<file path="config.mk">
export PLATFORM = sky130hd
export DESIGN_NAME = ata_taskfile
export DESIGN_NICKNAME = d
export VERILOG_FILES = /design/src/rtl/ata_tf_pkg.sv /design/src/rtl/ata_id_rom.sv /design/src/rtl/ata_cmd_seq.sv /design/src/rtl/ata_taskfile.sv
export SDC_FILE = /design/constraint.sdc
export NUM_CORES = 1
export LEC_CHECK = 0
export ABC_AREA = 1
export BUFFER_PORTS_ARGS = -buffer_cell sky130_fd_sc_hd__buf_2
export CORE_ASPECT_RATIO = 0.75
export CORE_MARGIN = 5
export CORE_UTILIZATION = 40
export CTS_CLUSTER_DIAMETER = 150
export DETAILED_ROUTE_END_ITERATION = 10
export PLACE_DENSITY_LB_ADDON = 0.05
export SYNTH_ARGS = -nofsm -noshare
export SYNTH_HDL_FRONTEND = slang
export SYNTH_SLANG_ARGS = --single-unit
</file>
<file path="constraint.sdc">
create_clock -name clk -period 2 [get_ports clk]
set_clock_uncertainty 0.1 [all_clocks]
set_input_delay 0.4 -clock clk [delete_from_list [all_inputs] [get_ports clk]]
set_output_delay 0.4 -clock clk [all_outputs]
set_load 0.05 [all_outputs]
</file>
<file path="src/rtl/ata_tf_pkg.sv">
// Shared constants and types for the ATA task-file block.
// Assumes byte-wide register offsets 0..7 and a single present drive.
package ata_tf_pkg;
    localparam logic [2:0] OFS_DATA  = 3'd0;
    localparam logic [2:0] OFS_ERR   = 3'd1;
    localparam logic [2:0] OFS_NSECT = 3'd2;
    localparam logic [2:0] OFS_LBA0  = 3'd3;
    localparam logic [2:0] OFS_LBA1  = 3'd4;
    localparam logic [2:0] OFS_LBA2  = 3'd5;
    localparam logic [2:0] OFS_DEV   = 3'd6;
    localparam logic [2:0] OFS_CMD   = 3'd7;

    localparam logic [7:0] OP_IDENT  = 8'hEC;
    localparam logic [7:0] OP_FLUSH  = 8'hE7;

    localparam logic [7:0] ERR_ABORT = 8'h04;
    localparam int         DEV_SEL_BIT = 4;

    typedef enum logic [1:0] {
        SEQ_IDLE = 2'd0,
        SEQ_PIO  = 2'd1,
        SEQ_BUSY = 2'd2
    } seq_state_t;
endpackage

</file>
<file path="src/rtl/ata_id_rom.sv">
// Identify data source: word k carries k in its low byte and ~k in its high byte.
// Assumes an 8-bit word index, so at most 256 words.
module ata_id_rom (
    input  logic [7:0]  idx,
    output logic [15:0] word
);
    // Compute the word for the requested index.
    always_comb begin
        word = {~idx, idx};
    end
endmodule

</file>
<file path="src/rtl/ata_cmd_seq.sv">
// Command sequencer: accepts opcodes, runs the PIO-in word count and the
// busy wait of the flush command, and flags aborted opcodes.
// Assumes cmd_stb only arrives while not busy (the parent gates it).
module ata_cmd_seq
    import ata_tf_pkg::*;
#(
    parameter int WORDS = 256,
    localparam int IDX_W = $clog2(WORDS)
) (
    input  logic             clk,
    input  logic             rst_n,
    input  logic             cmd_stb,
    input  logic [7:0]       cmd_code,
    input  logic             data_rd_stb,
    input  logic             done_stb,
    output logic             bsy,
    output logic             drq,
    output logic             err,
    output logic [IDX_W-1:0] word_idx,
    output logic             irq_set
);
    localparam logic [IDX_W-1:0] LAST_IDX = IDX_W'(WORDS - 1);

    seq_state_t state;

    // State, word counter and error flag update.
    always_ff @(posedge clk) begin
        if (!rst_n) begin
            state    <= SEQ_IDLE;
            word_idx <= '0;
            err      <= 1'b0;
        end else if (cmd_stb) begin
            word_idx <= '0;
            err      <= 1'b0;
            case (cmd_code)
                OP_IDENT: state <= SEQ_PIO;
                OP_FLUSH: state <= SEQ_BUSY;
                default: begin
                    state <= SEQ_IDLE;
                    err   <= 1'b1;
                end
            endcase
        end else if (state == SEQ_PIO && data_rd_stb) begin
            if (word_idx == LAST_IDX) begin
                state    <= SEQ_IDLE;
                word_idx <= '0;
            end else begin
                word_idx <= word_idx + 1'b1;
            end
        end else if (state == SEQ_BUSY && done_stb) begin
            state <= SEQ_IDLE;
        end
    end

    // Status flags decoded from the state.
    always_comb begin
        bsy = (state == SEQ_BUSY);
        drq = (state == SEQ_PIO);
    end

    // Interrupt event: every command acceptance except flush, and flush completion.
    always_comb begin
        irq_set = (cmd_stb && cmd_code != OP_FLUSH) ||
                  (state == SEQ_BUSY && done_stb);
    end
endmodule

</file>
<file path="src/rtl/ata_taskfile.sv">
// ATA task-file register block, device side, single drive.
// Holds the addressing registers, builds status/error readback, drives the
// interrupt line and hands commands to the sequencer. Assumes host_rd and
// host_wr are never asserted in the same cycle.
module ata_taskfile
    import ata_tf_pkg::*;
#(
    parameter int WORDS = 256
) (
    input  logic        clk,
    input  logic        rst_n,
    input  logic [2:0]  host_addr,
    input  logic        host_wr,
    input  logic        host_rd,
    input  logic [7:0]  host_wdata,
    output logic [15:0] host_rdata,
    input  logic        op_done,
    output logic        irq
);
    localparam int IDX_W = $clog2(WORDS);

    logic [7:0] nsect_q, lba0_q, lba1_q, lba2_q, dev_q;
    logic [7:0] status, err_byte;
    logic [IDX_W-1:0] word_idx;
    logic [15:0] rom_word;
    logic bsy, drq, err, irq_set;
    logic dev1, wr_ok, cmd_stb, data_rd_stb, status_rd;

    // Access qualifiers.
    always_comb begin
        dev1        = dev_q[DEV_SEL_BIT];
        wr_ok       = host_wr && !bsy;
        cmd_stb     = wr_ok && host_addr == OFS_CMD && !dev1;
        data_rd_stb = host_rd && host_addr == OFS_DATA && drq;
        status_rd   = host_rd && host_addr == OFS_CMD && !dev1;
    end

    // Status and error bytes; a deselected drive reads all zero.
    always_comb begin
        status   = dev1 ? 8'h00 : {bsy, 1'b1, 1'b0, 1'b0, drq, 2'b00, err};
        err_byte = err ? ERR_ABORT : 8'h00;
    end

    // Addressing register file, written only when not busy.
    always_ff @(posedge clk) begin
        if (!rst_n) begin
            nsect_q <= '0;
            lba0_q  <= '0;
            lba1_q  <= '0;
            lba2_q  <= '0;
            dev_q   <= '0;
        end else if (wr_ok) begin
            case (host_addr)
                OFS_NSECT: nsect_q <= host_wdata;
                OFS_LBA0:  lba0_q  <= host_wdata;
                OFS_LBA1:  lba1_q  <= host_wdata;
                OFS_LBA2:  lba2_q  <= host_wdata;
                OFS_DEV:   dev_q   <= host_wdata;
                default: ;
            endcase
        end
    end

    // Registered read mux.
    always_ff @(posedge clk) begin
        if (!rst_n) begin
            host_rdata <= '0;
        end else if (host_rd) begin
            case (host_addr)
                OFS_DATA:  host_rdata <= drq ? rom_word : 16'h0000;
                OFS_ERR:   host_rdata <= {8'h00, err_byte};
                OFS_NSECT: host_rdata <= {8'h00, nsect_q};
                OFS_LBA0:  host_rdata <= {8'h00, lba0_q};
                OFS_LBA1:  host_rdata <= {8'h00, lba1_q};
                OFS_LBA2:  host_rdata <= {8'h00, lba2_q};
                OFS_DEV:   host_rdata <= {8'h00, dev_q};
                default:   host_rdata <= {8'h00, status};
            endcase
        end
    end

    // Interrupt line: a new event wins over a clearing status read.
    always_ff @(posedge clk) begin
        if (!rst_n)         irq <= 1'b0;
        else if (irq_set)   irq <= 1'b1;
        else if (status_rd) irq <= 1'b0;
    end

    ata_cmd_seq #(.WORDS(WORDS)) u_seq (
        .clk         (clk),
        .rst_n       (rst_n),
        .cmd_stb     (cmd_stb),
        .cmd_code    (host_wdata),
        .data_rd_stb (data_rd_stb),
        .done_stb    (op_done),
        .bsy         (bsy),
        .drq         (drq),
        .err         (err),
        .word_idx    (word_idx),
        .irq_set     (irq_set)
    );

    ata_id_rom u_rom (
        .idx  (8'(word_idx)),
        .word (rom_word)
    );
endmodule

</file>
==> Flow_metrics.wiki, run 1 <==
{| class="wikitable"
! Metric !! Value
|-
| Run status || completed
|-
| Share of the synthesized area in the top cell type || 0.422
|-
| Cell taking the most area after synthesis || dfxtp_1
|-
| Critical path's largest stage delay || ~380 ps
|-
| Hold violation count in the final report || 0
|-
| Number of global-route vias before repair || 2800
|-
| Initial antenna violation count || 0
|-
| Cell seen most often among critical-path stages || nand3_1
|-
| Detailed-router iteration count before antenna repair || 5
|-
| Unrepaired setup endpoints after global routing || false
|-
| Fill count || about 850
|-
| Number of enable-type register cells in the synthesized netlist || 0
|-
| Number of DRC markers after the initial detailed-route iteration || roughly 210
|-
| Post-synth design cell area || between 0.003 and 0.004 mm^2
|-
| Maximum fanout along the worst path || 6
|-
| Post-layout min period || ~1700 ps
|-
| Cell-by-cell trace of the critical path || inv_1 > nand3_1 > nor3_1 > nand3_1 > nand2_1 > nor2_1
|-
| Die area || ~0.01 mm^2
|-
| Remaining number of nets flagged by the antenna check after routing || 0
|-
| YS warnings || 0
|-
| Number of clock buffers inserted by TritonCTS || 9
|-
| Maximum buffer depth of the clock tree || 2
|-
| Commonest cells post-synth || nor2_1 (88), nand2_1 (74), dfxtp_1 (68), o21ai_0 (46), a21oi_1 (45)
|-
| # IOs || 33
|-
| Final worst setup slack || around 330 ps
|-
| Area taken by flip-flops and latches || 0.00136 mm^2
|-
| Die boundary height || 87.8 um
|-
| Half-perimeter wire length after placement || 7120 um
|-
| Mapped Avg Cell Area || 6.95 um^2
|-
| H-tree lvl count || 3
|-
| Startpoint type of the worst setup path || register
|-
| Clock Root Buffer || clkbuf_8
|-
| Count of hold-fix buffers inserted at cts || 0
|-
| Worst Max-Slew Pin Slew || about 480 ps
|-
| Total nets after synthesis || between 400 and 500
|-
| Insertion delay to the later sink of the worst-skew pair || approximately 350 ps
|-
| Number of instances in the synthesized netlist || ~460
|-
| Buffers inserted by post-CTS timing repair || 0
|-
| Max Transition Viols Final || 0
|-
| Drt drc || 0
|-
| Setup slack of the most critical reg-to-reg path || between 300 and 400 ps
|-
| Total power density per cell area || about 730 mW/mm^2
|-
| Worst relative slew slack || 0.675
|-
| Cell with the most instances after synthesis || nor2_1
|-
| Signal arrival time at the worst endpoint || 1810 ps
|-
| Overall Global Routing Usage || 0.199
|-
| Routability congestion estimate || 0.852
|-
| Synth-to-Final Area Change || 13.3%
|-
| Req. time, crit path || about 2100 ps
|-
| Clock sink count || roughly 70
|-
| Maximum number of pins on one net before global-route repair || 36
|-
| Routed vias || 3085
|-
| Core region area || ~0.0079 mm^2
|-
| Die width || ~110 um
|-
| Tcrit/Tclk final || 0.834
|-
| LEAKAGE || approximately 1.5 nW
|-
| Share of synthesized flip-flops with an asynchronous set or reset || 0
|-
| Area of the multi-input gates || around 0.0016 mm^2
|-
| First-pass GRT wire length || 15000 um
|-
| Fin Setup TNS || 0 ps
|-
| Count of final setup violators || 0
|-
| Wire per inst || roughly 16 um
|-
| Synthesis-stage register bit count || 68
|-
| VDD IR-drop max || 0.490 mV
|-
| Slowest cell on the critical path || dfxtp_1
|-
| Max-capacitance violation count || 0
|-
| Achievable Freq || 600 MHz
|-
| Part of the Yosys area used for sequential elements || 0.422
|-
| Leading post-synthesis cells by cell area || dfxtp_1 (42%), nor2_1 (10%), nand2_1 (8.6%)
|-
| Setup Slack @ Placement || ~130 ps
|-
| Worst setup path category || register to register
|-
| Grt total ovfl || 0
|-
| Count of buffers inserted at the top-level ports || 32
|-
| Clock Pin Slew Worst Setup and Hold Paths || 70 ps
|-
| Vias per cell || between 5 and 6
|-
| Standard-cell row count || 28
|-
| Fraction of final layout cells with drive strength greater than 1 || 0.157
|-
| Inserted Diodes || 0
|-
| TritonCTS clock tree || done
|-
| Leading register cell type out of synthesis || dfxtp_1
|-
| Cells resized by post-CTS repair || 0
|-
| Worst Hold Class || input pin to register
|-
| Crit. End Element || register
|-
| Layout Nets || 515
|-
| Netlist cell types || 27
|-
| Starting density of the core || 0.409
|-
| Total wire length after detailed routing || about 9400 um
|}
## metal layers
| metal | up-vias | wire length, um | GRT usage |
|---|---|---|---|
| met5 | - | 0 | 0 |
| met1 | 1377 | 5020 | 0.310 |
| met3 | 12 | 733 | 0.0546 |
| met4 | 0 | 120 | 0.0731 |
| met2 | 105 | 3560 | 0.253 |
| li1 | 1591 | - | - |
## stage by stage
stage | instances | hold WS (ps) | power [mW] | utilization | cell area, um^2
after floorplan | 464 | 325 | 1.60 | - | 3230
after global placement | 592 | 348 | 1.69 | 0.443 | 3490
after detailed placement | 592 | 347 | 1.69 | 0.443 | 3490
after CTS | 607 | 254 | 2.70 | 0.464 | 3660
after global routing | 607 | 261 | 2.79 | 0.464 | 3660
final | 607 | 275 | 2.67 | 0.464 | 3660
## cell type report
type	count	share of cell area
Multi-Input combinational cell	331	0.431
Tap cell	105	0.0359
Clock inverter	2	0.00274
Inverter	43	0.0441
Sequential cell	68	0.372
Timing Repair Buffer	45	0.0705
Clock buffer	13	0.0434
## worst max-delay path: cells and delay by family, from the launching register on
family	cells	cell delay, ps
buffers and inverters	1	180
and+or+nand+nor	5	900
DFF	1	380
## path summary, 6_finish.rpt
kind,start,to,cells past startpoint
worst max register to register,u_seq.state[1],u_seq.word_idx[5],6
worst min-delay path,host_wdata[3],nsect_q[3],3
worst max-delay path,u_seq.state[1],u_seq.word_idx[5],6
worst min register to register,nsect_q[6],nsect_q[6],2
## power by group
| part | leakage (nW) | switching [mW] | internal [mW] | total (mW) |
|---|---|---|---|---|
| sequential | 0.551 | 0.0205 | 1.39 | 1.41 |
| combinational | 0.891 | 0.185 | 0.0690 | 0.254 |
| clock | 0.0893 | 0.503 | 0.508 | 1.01 |
| total | 1.53 | 0.708 | 1.97 | 2.67 |
## flip-flops by register name, summed over array words and instances (netlist names)
register / cells
dev_q: 8
u_seq.err: 1
lba1_q: 8
u_seq.state: 2
u_seq.word_idx: 8
irq: 1
host_rdata: 16
lba2_q: 8
nsect_q: 8
lba0_q: 8
## cell families (layout without fill, tap and decap cells)
kind of cell               count (synthesis)  count (layout)  synth area share
AOI/OAI and AO/OA                         93              93             0.146
xor gates and xnor gates                   2               2           0.00543
adders and majority gates                  1               1           0.00388
buffers and inverters                     65             103            0.0896
DFF                                       68              68             0.422
and+or+nand+nor                          235             235             0.333
## cells in the final DEF (no fill, tap or decap), drive strengths merged
cell / Yosys / routed
a211oi: 1 / 1
a21boi: 1 / 1
a21oi: 45 / 45
buf: 14 / 45
clkbuf: 8 / 13
clkinv: 2 / 4
dfxtp: 68 / 68
ha: 1 / 1
inv: 41 / 41
nand2: 81 / 81
nand3: 25 / 25
nand4: 25 / 25
nor2: 93 / 93
nor3: 10 / 10
o21ai: 46 / 46
or2: 1 / 1
xor2: 2 / 2
(Power assumes the default switching activity.)
==> run 2: changes to the inputs <==
==> constraint.sdc (replaced) <==
create_clock -name clk -period 1.67 [get_ports clk]
set_clock_uncertainty 0.1 [all_clocks]
set_input_delay 0.334 -clock clk [delete_from_list [all_inputs] [get_ports clk]]
set_output_delay 0.334 -clock clk [all_outputs]
set_load 0.05 [all_outputs]
==> run 2 against run 1 <==
  * Flip-flop and latch count unchanged
  * Die area unchanged
  * Register-to-register slack got worse by 160 ps
  * Power increased by 26%
  * Sequential share of layout area decreased by 1.4 points
  * First-iteration DRC count increased by 24%
  * Global-route usage increased by 0.36 points
  * Final cell count increased by 2.5%
==> Flow_metrics.wiki, run 2 (same netlist as run 1, synthesis figures left out) <==
{| class="wikitable"
! Metric !! Value
|-
| Core region area || approximately 0.008 mm^2
|-
| Half-perimeter wire length after placement || between 7000 and 8000 um
|-
| Inserted Diodes || 0
|-
| Clock sink count || around 70
|-
| Die area || roughly 0.01 mm^2
|-
| Remaining number of nets flagged by the antenna check after routing || 0
|-
| Fin Setup TNS || 0 ps
|-
| Maximum buffer depth of the clock tree || 2
|-
| Max-capacitance violation count || 0
|-
| Clock Root Buffer || clkbuf_8
|-
| Total power density per cell area || ~890 mW/mm^2
|-
| Hold path startpoint || rst_n
|-
| Cell Int Power || ~2.5 mW
|-
| Initial antenna violation count || 0
|-
| Run status || completed
|-
| Grt total ovfl || 0
|-
| Starting density of the core || 0.409
|-
| Number of clock buffers inserted by TritonCTS || 9
|-
| Post-layout min period || 1500 ps
|-
| Tcrit/Tclk final || 0.897
|-
| Fill count || slightly above 800
|-
| Commonest non-fill, non-tap cell in the layout || nor2_1
|-
| Fraction of power spent switching nets || 0.271
|-
| VDD IR-drop max || 0.489 mV
|-
| Largest register FFs || 16
|-
| Fraction of final layout cells with drive strength greater than 1 || 0.186
|-
| Detailed-router iteration count before antenna repair || 7
|-
| Overall Global Routing Usage || 0.202
|-
| TritonCTS clock tree || done
|-
| LEAKAGE || ~1.6 nW
|-
| H-tree lvl count || 3
|-
| Final core utilization || 0.482
|-
| # IOs || 33
|-
| Total wire length after detailed routing || roughly 9400 um
|-
| Routability congestion estimate || 0.878
|-
| Count of buffers inserted at the top-level ports || 32
|-
| Routed vias || around 3200
|-
| Net Switching || 0.913 mW
|-
| Signal arrival time at the worst endpoint || approximately 1600 ps
|-
| Biggest register || host_rdata
|-
| Maximum fanout along the worst path || 11
|-
| Die boundary height || between 80 and 90 um
|-
| Slowest cell on the critical path || dfxtp_1
|-
| Hold violation count in the final report || 0
|-
| Req. time, crit path || approximately 1800 ps
|-
| Wire per inst || 15.1 um
|-
| Layout Nets || between 500 and 600
|-
| Sequential power share || 0.501
|-
| Critical path's largest stage delay || 400 ps
|-
| Most frequent cells in the layout || nor2_1 (88), nand2_1 (74), dfxtp_1 (67)
|-
| Maximum number of pins on one net before global-route repair || 40
|-
| Launch instance of the worst register-to-register path || u_seq.state[0]
|-
| Worst Hold Class || input pin to register
|-
| Vias per cell || 5.07
|-
| Count of final setup violators || 0
|-
| Standard-cell row count || 28
|-
| Drt drc || 0
|-
| Worst setup path category || register to register
|-
| Number of DRC markers after the initial detailed-route iteration || between 200 and 300
|-
| Cell-by-cell trace of the critical path || inv_2 > nor2_4 > inv_1 > nor2_2 > buf_4 > nand2_1 > xor2_1 > nor2_1
|-
| Unrepaired setup endpoints after global routing || false
|-
| Achievable Freq || 668 MHz
|-
| Clock Pin Slew Worst Setup and Hold Paths || around 70 ps
|-
| Insertion delay to the later sink of the worst-skew pair || 350 ps
|-
| Max Transition Viols Final || 0
|-
| Portion of total power attributed to combinational logic || 0.098
|-
| Worst Max-Slew Pin Slew || 479 ps
|-
| Crit. End Element || register
|-
| Setup crit start || u_seq.state[0]
|-
| Worst relative slew slack || 0.681
|-
| Startpoint type of the worst setup path || register
|-
| Synth-to-Final Area Change || 17.8%
|-
| Die width || around 110 um
|-
| Number of global-route vias before repair || 2812
|-
| First-pass GRT wire length || 15500 um
|-
| Part of the total power dissipated in the clock network || 0.401
|}
-- run 2: changes by cell type in the layout (fill, tap and decap cells not counted) --
cell        change
buf_12          +1
buf_4          +13
bufinv_16       +1
clkbuf_1        -1
clkbuf_8        -2
clkinv_4        +2
clkinvlp_4      +1
dfxtp_1         -1
dfxtp_2         +1
-- run 2: stage by stage --
stage               power (mW)  area [um^2]  std cells  worst slack (ps)  hold slack (ps)
detailed placement        2.05         3610        606              36.1              348
global placement          2.05         3610        606              37.1              343
finish                    3.37         3800        622               172              208
floorplan                 1.92         3230        464               274              325
CTS                       3.40         3800        622               109              191
global route              3.52         3800        622              37.2              207
-- run 2: power groups by stage --
| stage | Combinational (mW) | Sequential [mW] | Clock [mW] |
|---|---|---|---|
| global route | 0.367 | 1.69 | 1.46 |
| floorplan | 0.183 | 1.74 | 0 |
| finish | 0.329 | 1.69 | 1.35 |
| detailed placement | 0.326 | 1.73 | 0 |
| CTS | 0.328 | 1.69 | 1.39 |
| global placement | 0.326 | 1.73 | 0 |
-- run 2: final timing paths --
kind / endpoint / slack [ps] / depth (start not counted)
setup / recovery: u_seq.word_idx[5] / 170 / 8
hold / removal: u_seq.state[0] / 210 / 3
setup reg to reg: u_seq.word_idx[5] / 170 / 8
hold reg to reg: lba0_q[7] / 350 / 2
-- run 2: per-layer routing --
metal  wire length, um  track usage  vias up
li1                  -            -     1623
met1              5070        0.332     1409
met4               116       0.0590        0
met3               758       0.0428       15
met2              3440        0.254      109
met5                 0            0        -
-- run 2: critical path, delay by kind of cell, from the launching register on --
family	cells	cell delay, ps
DFF	1	400
buffers and inverters	3	370
xor gates and xnor gates	1	140
and+or+nand+nor	4	380
-- run 2: what timing repair did --
action / 4_1_cts / 5_1_grt
hold buffers: 0 / 0
resized for setup: 0 / 1
setup endpoints to repair: 0 / 2
buffers inserted: 0 / 0
-- run 2: cell type report --
| type | count | area (um^2) | share of cell area |
|---|---|---|---|
| multi-input cells | 331 | 1580 | 0.415 |
| flip-flops and latches | 68 | 1360 | 0.359 |
| repair buffers | 59 | 375 | 0.0988 |
| inverters | 43 | 161 | 0.0425 |
| well taps | 105 | 131 | 0.0346 |
| clock buffers | 10 | 128 | 0.0336 |
| clock inverters | 6 | 65.1 | 0.0171 |
==> run 3: changes to the inputs <==
--- a/config.mk
+++ b/config.mk
@@ -12,6 +12,7 @@
 export CORE_UTILIZATION = 40
 export CTS_CLUSTER_DIAMETER = 150
 export DETAILED_ROUTE_END_ITERATION = 10
+export MAX_ROUTING_LAYER = met4
 export PLACE_DENSITY_LB_ADDON = 0.05
 export SYNTH_ARGS = -nofsm -noshare
 export SYNTH_HDL_FRONTEND = slang
==> run 3 against run 2 <==
  * Setup slack lost 5.9 ps
  * Register-to-register slack is essentially flat
  * Cell area is the same
  * Count of clock-buffer cells in the layout is the same
  * Sequential share of layout area is the same
  * Clock power is essentially flat
  * First-iteration DRC count grew 6.3%
  * Highest routed layer unchanged
  * Via count shrank 0.60%
  * Worst hold slack gained 0.69 ps
  * Power grew 0.21%
  * Critical path type unchanged
  * Fmax shrank 0.39%
  * Flip-flop and latch count is the same
  * Largest power group unchanged
==> Flow_metrics.wiki, run 3 (same netlist as run 1, synthesis figures left out) <==
{| class="wikitable"
! Metric !! Value
|-
| Run status || completed
|-
| Req. time, crit path || ~1800 ps
|-
| Setup slack of the most critical reg-to-reg path || 170 ps
|-
| Clock sink count || 68
|-
| Detailed-router iteration count before antenna repair || 5
|-
| Area taken by flip-flops and latches || 0.00136 mm^2
|-
| H-tree lvl count || 3
|-
| Clock Pin Slew Worst Setup and Hold Paths || around 80 ps
|-
| Fraction of final layout cells with drive strength greater than 1 || 0.186
|-
| Half-perimeter wire length after placement || a little over 7000 um
|-
| Area of the multi-input gates || 0.00158 mm^2
|-
| Tcrit/Tclk final || 0.901
|-
| Number of DRC markers after the initial detailed-route iteration || 270
|-
| Grt total ovfl || 0
|-
| Routability congestion estimate || between 0.8 and 0.9
|-
| Post-Place Cell Area || 0.00361 mm^2
|-
| TritonCTS clock tree || done
|-
| Vias per cell || between 5 and 6
|-
| Post-layout min period || 1500 ps
|-
| Inserted Diodes || 0
|-
| Overall Global Routing Usage || 0.209
|-
| Die width || ~110 um
|-
| Total wire length after detailed routing || 9410 um
|-
| Commonest non-fill, non-tap cell in the layout || nor2_1
|-
| Startpoint type of the worst setup path || register
|-
| VDD IR-drop max || approximately 0.5 mV
|-
| Max Transition Viols Final || 0
|-
| Die area || about 0.01 mm^2
|-
| Number of clock buffers inserted by TritonCTS || 9
|-
| Standard-cell row count || 28
|-
| Cell-by-cell trace of the critical path || inv_2 > nor2_4 > inv_1 > nor2_2 > buf_4 > nand2_1 > xor2_1 > nor2_1
|-
| Starting density of the core || 0.409
|-
| Routed vias || approximately 3100
|-
| Hold violation count in the final report || 0
|-
| Largest register FFs || 16
|-
| Number of global-route vias before repair || 2814
|-
| Worst Hold Class || input pin to register
|-
| Crit. End Element || register
|-
| Worst relative slew slack || 0.683
|-
| Final instance area || between 0.003 and 0.004 mm^2
|-
| Biggest register || host_rdata
|-
| Most frequent cells in the layout || nor2_1 (88), nand2_1 (74), dfxtp_1 (67)
|-
| Layout Nets || between 500 and 600
|-
| Signal arrival time at the worst endpoint || ~1600 ps
|-
| Maximum number of pins on one net before global-route repair || 40
|-
| Fin Setup TNS || 0 ps
|-
| Critical path's largest stage delay || roughly 400 ps
|-
| Count of buffers inserted at the top-level ports || 32
|-
| Worst setup path category || register to register
|-
| Worst Max-Slew Pin Slew || roughly 480 ps
|-
| Maximum fanout along the worst path || 11
|-
| Remaining number of nets flagged by the antenna check after routing || 0
|-
| Achievable Freq || between 600 and 700 MHz
|-
| Clock Root Buffer || clkbuf_8
|-
| Number of buffers and inverters on the critical path || 3
|-
| Drt drc || 0
|-
| Dominant delay contributor by cell family on the critical path || flip-flops
|-
| Maximum buffer depth of the clock tree || 2
|-
| Slowest cell on the critical path || dfxtp_1
|-
| Unrepaired setup endpoints after global routing || false
|-
| Insertion delay to the later sink of the worst-skew pair || ~350 ps
|-
| Wire per inst || 15.1 um
|-
| Count of final setup violators || 0
|-
| LEAKAGE || 1.61 nW
|-
| Core region area || between 0.007 and 0.008 mm^2
|-
| First-pass GRT wire length || roughly 16000 um
|-
| Fill count || between 800 and 900
|-
| Die boundary height || slightly below 90 um
|-
| Synth-to-Final Area Change || 17.8%
|-
| Max-capacitance violation count || 0
|-
| Buffers inserted by post-CTS timing repair || 0
|-
| Total power density per cell area || just under 900 mW/mm^2
|-
| Initial antenna violation count || 0
|-
| # IOs || 33
|}
[run 3: cell counts in the layout (fill, tap and decap cells not counted)]
Identical to the previous run, type by type.
[run 3: layout make-up]
class,count,area share
clock buffer,10,0.0336
clock inverter,6,0.0171
inverter,43,0.0425
multi-input combinational,331,0.415
sequential,68,0.359
tap,105,0.0346
timing repair buffer,59,0.0988
[run 3: per-stage QoR]
stage | std cells | setup slack, ps | hold WS (ps) | utilization | power, mW
3_3_place_gp | 606 | 37.1 | 343 | 0.457 | 2.05
3_5_place_dp | 606 | 36.1 | 348 | 0.457 | 2.05
2_1_floorplan | 464 | 274 | 325 | - | 1.92
4_1_cts | 622 | 109 | 191 | 0.482 | 3.40
5_1_grt | 622 | 36.6 | 209 | 0.482 | 3.52
6_report | 622 | 166 | 209 | 0.482 | 3.38
[run 3: routing by layer]
| metal | track usage | routed length, um | vias up |
|---|---|---|---|
| li1 | - | - | 1625 |
| met1 | 0.335 | 5320 | 1413 |
| met2 | 0.253 | 3450 | 89 |
| met3 | 0.0380 | 531 | 10 |
| met4 | 0.0590 | 104 | 0 |
| met5 | - | 0 | - |
[run 3: path summary, 6_finish.rpt]
path | cells past startpoint | from | end
setup / recovery | 8 | u_seq.state[0] | u_seq.word_idx[5]
hold / removal | 3 | rst_n | u_seq.state[0]
setup reg to reg | 8 | u_seq.state[0] | u_seq.word_idx[5]
hold reg to reg | 2 | lba0_q[7] | lba0_q[7]
[run 3: power by group]
part	switching, mW	total [mW]	internal, mW
Combinational	0.226	0.329	0.104
Sequential	0.0262	1.69	1.66
Clock	0.669	1.36	0.690
Total	0.921	3.38	2.46
[run 3: what timing repair did]
action / in CTS / in global routing
hold buffers: 0 / 0
gates resized for setup: 0 / 1
setup endpoints to repair: 0 / 2
[run 3: worst min-delay path, stage by stage]
cell	delay (ps)
buf_2	160
nand2_1	80
a21oi_1	30
